### config.mk
export PLATFORM = sky130hd
export DESIGN_NAME = useq_sequencer
export DESIGN_NICKNAME = d
export VERILOG_FILES = /design/src/rtl/useq_pkg.sv /design/src/rtl/useq_cond_mux.sv /design/src/rtl/useq_map.sv /design/src/rtl/useq_next_addr.sv /design/src/rtl/useq_sequencer.sv
export SDC_FILE = /design/constraint.sdc
export NUM_CORES = 1
export LEC_CHECK = 0
export BUFFER_PORTS_ARGS = -buffer_cell sky130_fd_sc_hd__buf_2
export CORE_MARGIN = 4
export CORE_UTILIZATION = 35
export CTS_CLUSTER_SIZE = 20
export DETAILED_ROUTE_END_ITERATION = 7
export PLACE_DENSITY = 0.65
export SYNTH_ARGS = -nofsm -noshare
export SYNTH_HDL_FRONTEND = slang
export SYNTH_SLANG_ARGS = --single-unit
### constraint.sdc
create_clock -name clk -period 3.78 [get_ports clk]
set_clock_uncertainty 0.2 [all_clocks]
set_input_delay 0.756 -clock clk [delete_from_list [all_inputs] [get_ports clk]]
set_output_delay 0.756 -clock clk [all_outputs]
set_load 0.1 [all_outputs]
### src/rtl/useq_pkg.sv
package useq_pkg;
  typedef enum logic [1:0] {
    BR_JUMP = 2'b00,
    BR_CALL = 2'b01,
    BR_RET  = 2'b10,
    BR_MAP  = 2'b11
  } br_kind_t;

  typedef enum logic [1:0] {
    CS_ALWAYS = 2'b00,
    CS_IND    = 2'b01,
    CS_SIGN   = 2'b10,
    CS_ZERO   = 2'b11
  } cond_sel_t;
endpackage

### src/rtl/useq_cond_mux.sv
module useq_cond_mux #(
  parameter int N_SRC = 4,
  localparam int SEL_W = $clog2(N_SRC)
) (
  input  logic [N_SRC-1:0] src,
  input  logic [SEL_W-1:0] sel,
  output logic             hit
);
  always_comb hit = src[sel];
endmodule

### src/rtl/useq_map.sv
module useq_map #(
  parameter int ADDR_W  = 7,
  parameter int OP_W    = 4,
  parameter int MAP_LSB = 2
) (
  input  logic [OP_W-1:0]   op,
  output logic [ADDR_W-1:0] entry
);
  for (genvar b = 0; b < ADDR_W; b++) begin : g_bit
    if (b >= MAP_LSB && b < MAP_LSB + OP_W) begin : g_op
      assign entry[b] = op[b-MAP_LSB];
    end else begin : g_zero
      assign entry[b] = 1'b0;
    end
  end
endmodule

### src/rtl/useq_next_addr.sv
module useq_next_addr
  import useq_pkg::*;
#(
  parameter int ADDR_W = 7
) (
  input  logic [ADDR_W-1:0] car,
  input  logic [ADDR_W-1:0] link,
  input  logic [ADDR_W-1:0] target,
  input  logic [ADDR_W-1:0] map_entry,
  input  br_kind_t          kind,
  input  logic              taken,
  output logic [ADDR_W-1:0] nxt,
  output logic              link_we,
  output logic [ADDR_W-1:0] link_val
);
  localparam logic [ADDR_W-1:0] STEP = 1;
  logic [ADDR_W-1:0] seq;

  always_comb begin
    seq      = car + STEP;
    link_we  = 1'b0;
    link_val = seq;
    unique case (kind)
      BR_JUMP: nxt = taken ? target : seq;
      BR_CALL: begin
        nxt     = taken ? target : seq;
        link_we = taken;
      end
      BR_RET:  nxt = link;
      BR_MAP:  nxt = map_entry;
      default: nxt = seq;
    endcase
  end
endmodule

### src/rtl/useq_sequencer.sv
module useq_sequencer
  import useq_pkg::*;
#(
  parameter int ADDR_W     = 7,
  parameter int OP_W       = 4,
  parameter int MAP_LSB    = 2,
  parameter int FETCH_ADDR = 64
) (
  input  logic              clk,
  input  logic              rst,
  input  logic [1:0]        cond_sel,
  input  logic [1:0]        br_kind,
  input  logic [ADDR_W-1:0] target,
  input  logic [OP_W-1:0]   op_bits,
  input  logic              ind_bit,
  input  logic              sign_bit,
  input  logic              zero_flag,
  output logic [ADDR_W-1:0] car
);
  localparam logic [ADDR_W-1:0] RESET_ADDR = ADDR_W'(FETCH_ADDR);

  logic [ADDR_W-1:0] car_q, sbr_q, nxt, map_entry, link_val;
  logic              cond_hit, link_we;

  useq_cond_mux #(.N_SRC(4)) i_cond (
    .src ({zero_flag, sign_bit, ind_bit, 1'b1}),
    .sel (cond_sel),
    .hit (cond_hit)
  );

  useq_map #(.ADDR_W(ADDR_W), .OP_W(OP_W), .MAP_LSB(MAP_LSB)) i_map (
    .op    (op_bits),
    .entry (map_entry)
  );

  useq_next_addr #(.ADDR_W(ADDR_W)) i_next (
    .car       (car_q),
    .link      (sbr_q),
    .target    (target),
    .map_entry (map_entry),
    .kind      (br_kind_t'(br_kind)),
    .taken     (cond_hit),
    .nxt       (nxt),
    .link_we   (link_we),
    .link_val  (link_val)
  );

  always_ff @(posedge clk) begin
    if (rst) begin
      car_q <= RESET_ADDR;
      sbr_q <= '0;
    end else begin
      car_q <= nxt;
      if (link_we) sbr_q <= link_val;
    end
  end

  assign car = car_q;
endmodule

Word level (Yosys, flattened, before mapping)
Cells that the tools add are included.
{ "word_totals": {"ff_bits": 14, "word_cells": 14, "input_bits": 20, "out_inout_bits": 7} }
{ "classes": {"addsub": 1, "reduce_logical": 2, "n_eq_ne": 3, "muxes": 5, "magnitude_cmp": 1} }
{ "op_table": {"columns": ["cell", "count"], "rows": [
  ["$pmux 7 s3", 1],
  ["$add 7x1->7 const B", 1],
  ["$mux 7", 1],
  ["$eq 2x2->1 const B", 2],
  ["$lt 2x3->1 const B", 1],
  ["$bmux 1 s2", 1],
  ["$eq 2x1->1 const B", 1],
  ["$logic_not 2->1", 1],
  ["$mux 1", 2],
  ["$reduce_or 2->1", 1]
]} }

Longest topological paths before layout
{ "depth": {"word_depth": 4, "depth_mapped": 6, "depth_no_buf": 5} }

Modules after synthesis
Synthesis repeated with hierarchy kept, for this count alone.
{ "unflattened": {"hier_cells": 99, "area_unflattened_um2": 898.4} }
{ "modules_own_cells": {"columns": ["module", "cells_each", "n_inst", "area_per_inst_um2", "seq_area_each_um2"], "rows": [
  ["useq_sequencer", 38, 1, 450.4, 280.3],
  ["useq_next_addr", 52, 1, 369.1, 0.0],
  ["useq_map", 8, 1, 56.3, 0.0],
  ["useq_cond_mux", 1, 1, 22.5, 0.0]
]} }

Least setup slack after synthesis
No wires, ideal clock.
{ "synth_timing": {"kind": "register -> register", "startpoint": "register car_q[0], in the netlist car[0]", "endpoint": "register car_q[6], in the netlist car[6]", "path_buffers": 0, "arrival_time_ns": 2.011, "slack_ns": 1.481, "setup_time_ns": 0.088, "t_required_ns": 3.492, "period_less_slack_ns": 2.299, "path_stages_with_launch": 6, "path_cell_list": "dfxtp_1 -> ha_1 -> and3_1 -> nand3_1 -> xor2_1 -> o31ai_1"} }
{ "synth_between": {"elab_chain_len": 3} }
{ "synth_rtl": {"columns": ["element", "line", "rtl"], "rows": [
  ["start: declaration", "useq_sequencer.sv:22", "logic [ADDR_W-1:0] car_q, sbr_q, nxt, map_entry, link_val;"],
  ["start signal: assignment", "useq_sequencer.sv:53", "car_q <= nxt;"],
  ["$add 7x1->7", "useq_next_addr.sv:20", "seq = car + STEP;"],
  ["$mux 7", "useq_next_addr.sv:24, useq_next_addr.sv:26", null],
  ["$pmux 7 s3", "useq_next_addr.sv:23", "unique case (kind)"]
]} }
No other way between the ends.
A chain may end at the register's enable or synchronous reset.

Worst setup path in the final report
{ "layout_timing": {"startpoint": "input cond_sel[0]", "endpoint": "register sbr_q[2]"} }
{ "layout_between": {"elab_chain_len": 3} }
{ "layout_rtl": {"columns": ["element", "line", "rtl"], "rows": [
  ["start: declaration", "useq_sequencer.sv:11", "input logic [1:0] cond_sel,"],
  ["$bmux 1 s2", "useq_cond_mux.sv:9", "always_comb hit = src[sel];"],
  ["$mux 1 (implied by the code)", "useq_cond_mux.sv:9", null],
  ["$mux 1", "useq_next_addr.sv:23", null],
  ["end signal: assignment", "useq_sequencer.sv:54", "if (link_we) sbr_q <= link_val;"],
  ["end: declaration", "useq_sequencer.sv:22", null]
]} }
No other way between the ends. The select of a mux whose other input is x is not followed.

==> summary.md <==
| Metric | Value |
|---|---|
| Maximum VDD drop | `0.274 mV` |
| FP Rows | `16` |
| Synth Net Count | `103` |
| Vert. Die Dim | `55.0 microns` |
| Ys Warns | `0` |
| Relative slew margins | `0.416` |
| Crit path arrival time | `2.19 ns` |
| FF-to-FF Start | `car[0]` |
| Mapped Area | `774 sq um` |
| Setup Slack @ Placement | `1.26 ns` |
| Layout area overhead | `20.8%` |
| Max FO, Critical Path | `12` |
| Power Density | `381 nW/um^2` |
| Leakage | `0.404 nW` |
| CTS H-tree depth | `1` |
| Worst Setup End Kind | `flip-flop` |
| Hold Path End | `car[1]` |
| Port bufs | `26` |
| Worst-case clock buffer depth | `2` |
| First-pass GRT wire length | `2.90 mm` |
| Total CTS buffers | `3` |
| Core Region | `2020 sq um` |
| # clock sinks | `14` |
| # resized after CTS | `0` |
| RSZ-0062 raised after global routing | `no` |
| Worst Setup Start Kind | `input pin` |
| Detailed Place HPWL | `1.40 mm` |
| Fmax | `449 MHz` |
| 1st-pass router iterations | `4` |
| Reg clk slew, reported paths | `0.08 ns` |
| Pin count of the biggest net entering global routing | `15` |
| Vias in the first global route | `662` |
| Layout cells sized above 1 | `0.368` |
| I/O pin cnt | `27` |
| Post-CTS setup buffer count | `0` |
| Starting Density | `0.383` |
| Final Hold Fails | `0` |
| Fin nets | `129` |
| Worst hold stages | `2` |
| Slowest stage cell on the critical path | `a2111oi_4` |
| Hold_buf cts | `0` |
| Final setup vio count | `0` |
| MaxCap Viol Count | `0` |
| Total gr overflow | `0` |
| Setup TNS Final | `0 ns` |
| Final worst setup slack | `1.55 ns` |
| Post-synthesis sequential area ratio | `0.362` |
| Worst Tran Pin Value | `0.876 ns` |
| Initial antenna violation count | `0` |
| Crit-path cells | `buf_2, mux2i_1, a2111oi_4, mux2i_1, nor2_1` |
| Worst R2R Setup Slack | `2.14 ns` |
| Initial DRC Count | `16` |
| Reg2Reg Depth | `5` |
| Post-synthesis instance total | `82` |
| Commonest non-fill, non-tap cells in the layout | `buf_2 (26), dfxtp_1 (14), nor2_1 (12)` |
| Root buffer cell | `clkbuf_4` |
| Slew Limit Fails | `0` |
| Clk_lat worst skew | `0.28 ns` |
| Most common cell after layout, fill and taps aside | `buf_2` |
| CP Data Required Time | `3.74 ns` |
| Hold path start | `sbr_q[1]` |
| Worst path max stage delay | `0.85 ns` |
| Hold WC Path Type | `reg2reg` |
| Via count | `703` |
| Most used cell, CP | `mux2i_1` |
| Placed inst area | `913 sq um` |
| Design Area, Final | `936 sq um` |
| Residual DRC | `0` |
| GRT Total Usage | `0.139` |
| Die area | `3030 sq um` |
| Post-layout min period | `2.23 ns` |
| Die span in x | `55.0 microns` |
| Status | `complete, no violations` |
| Clock tree from TritonCTS | `done` |
| Final WL | `1.86 mm` |
| Netlist cell types | `26` |
| Reg2reg end | `sbr_q[6]` |
| ANT nets after route | `0` |
| Crit path kind | `in2reg` |
| Routed WL per cell | `14.0 microns` |
| Post-synthesis area per instance | `9.45 sq um` |
| Final period utilization | `0.590` |
| Yosys reg bits | `14` |
| Via/cell ratio | `5.29` |
| Final GP Congestion | `0.803` |
| # diodes | `0` |
flip-flops by register name, indices dropped and copies added, names as in the netlist:
register / count
car: 7
sbr_q: 7
how the worst max path moves through the flow:
stage | start | to | slack [ns] | cells past startpoint
after floorplan | car[0] | car[6] | 1.48 | 5
after global placement | cond_sel[0] | sbr_q[2] | 1.31 | 5
after detailed placement | cond_sel[0] | sbr_q[1] | 1.26 | 5
after CTS | cond_sel[0] | sbr_q[2] | 1.55 | 5
after global routing | cond_sel[0] | sbr_q[1] | 1.43 | 5
final | cond_sel[0] | sbr_q[2] | 1.55 | 5
report_power, final:
group / internal [mW] / total, mW / switching, mW / leakage, nW
sequential: 0.158 / 0.166 / 0.00855 / 0.115
clock: 0.0369 / 0.0837 / 0.0468 / 0.0138
combinational: 0.0309 / 0.107 / 0.0761 / 0.275
total: 0.225 / 0.357 / 0.131 / 0.404
layer usage:
layer,track usage,vias up,share of wire
li1,-,349,-
met1,0.166,330,0.44
met2,0.228,20,0.46
met3,0.0483,4,0.081
met4,0.0486,0,0.011
met5,0,-,0
area by class of cell:
cell class,instances,area [sq um]
Tap cell,27,33.8
Multi-Input combinational cell,60,454
Sequential cell,14,280
Inverter,2,7.51
Timing Repair Buffer,27,138
Clock buffer,3,22.5
Fill cell,207,1090
Yosys cell counts:
cell type | instances | area share
o311ai_0 | 1 | 0.011
ha_1 | 1 | 0.016
mux2i_1 | 9 | 0.12
o22ai_1 | 1 | 0.0081
nand2b_1 | 1 | 0.0081
xor2_1 | 4 | 0.045
nand3_1 | 4 | 0.026
inv_1 | 2 | 0.0097
nor2_1 | 12 | 0.058
buf_6 | 1 | 0.015
a211oi_2 | 5 | 0.081
a31o_2 | 1 | 0.011
a31oi_1 | 1 | 0.0081
a21oi_1 | 4 | 0.026
o21ai_0 | 1 | 0.0065
clkbuf_1 | 3 | 0.015
nand2_1 | 2 | 0.0097
a2111oi_4 | 1 | 0.036
nor3b_1 | 3 | 0.029
dfxtp_1 | 14 | 0.36
nor3b_2 | 1 | 0.016
or2_2 | 1 | 0.0081
xnor2_1 | 1 | 0.011
and3_1 | 2 | 0.016
buf_2 | 2 | 0.013
o31ai_1 | 4 | 0.039
through the flow:
step,total power [mW],cells,hold WS [ns],utilization
floorplan,0.252,82,0.224,-
global placement,0.274,130,0.248,0.452
detailed placement,0.277,130,0.259,0.452
CTS,0.361,133,0.284,0.463
global route,0.375,133,0.325,0.463
finish,0.357,133,0.275,0.463
critical path: cells and delay by family:
family / cells / cell delay [ns]
AOI/OAI and AO/OA: 1 / 0.85
muxes: 2 / 0.42
buffers and inverters: 1 / 0.11
and+or+nand+nor: 1 / 0.05
logic make-up (layout without fill, tap and decap cells):
family | after synthesis | count (layout) | synth area share
AND/OR/NAND/NOR | 26 | 26 | 0.171
AO/OA/AOI/OAI | 19 | 19 | 0.226
flip-flops | 14 | 14 | 0.362
multiplexers | 9 | 9 | 0.116
buffers and inverters | 8 | 32 | 0.0517
XOR/XNOR | 5 | 5 | 0.0565
adder cells (fa/ha/maj) | 1 | 1 | 0.0162
(Power assumes the default switching activity.)
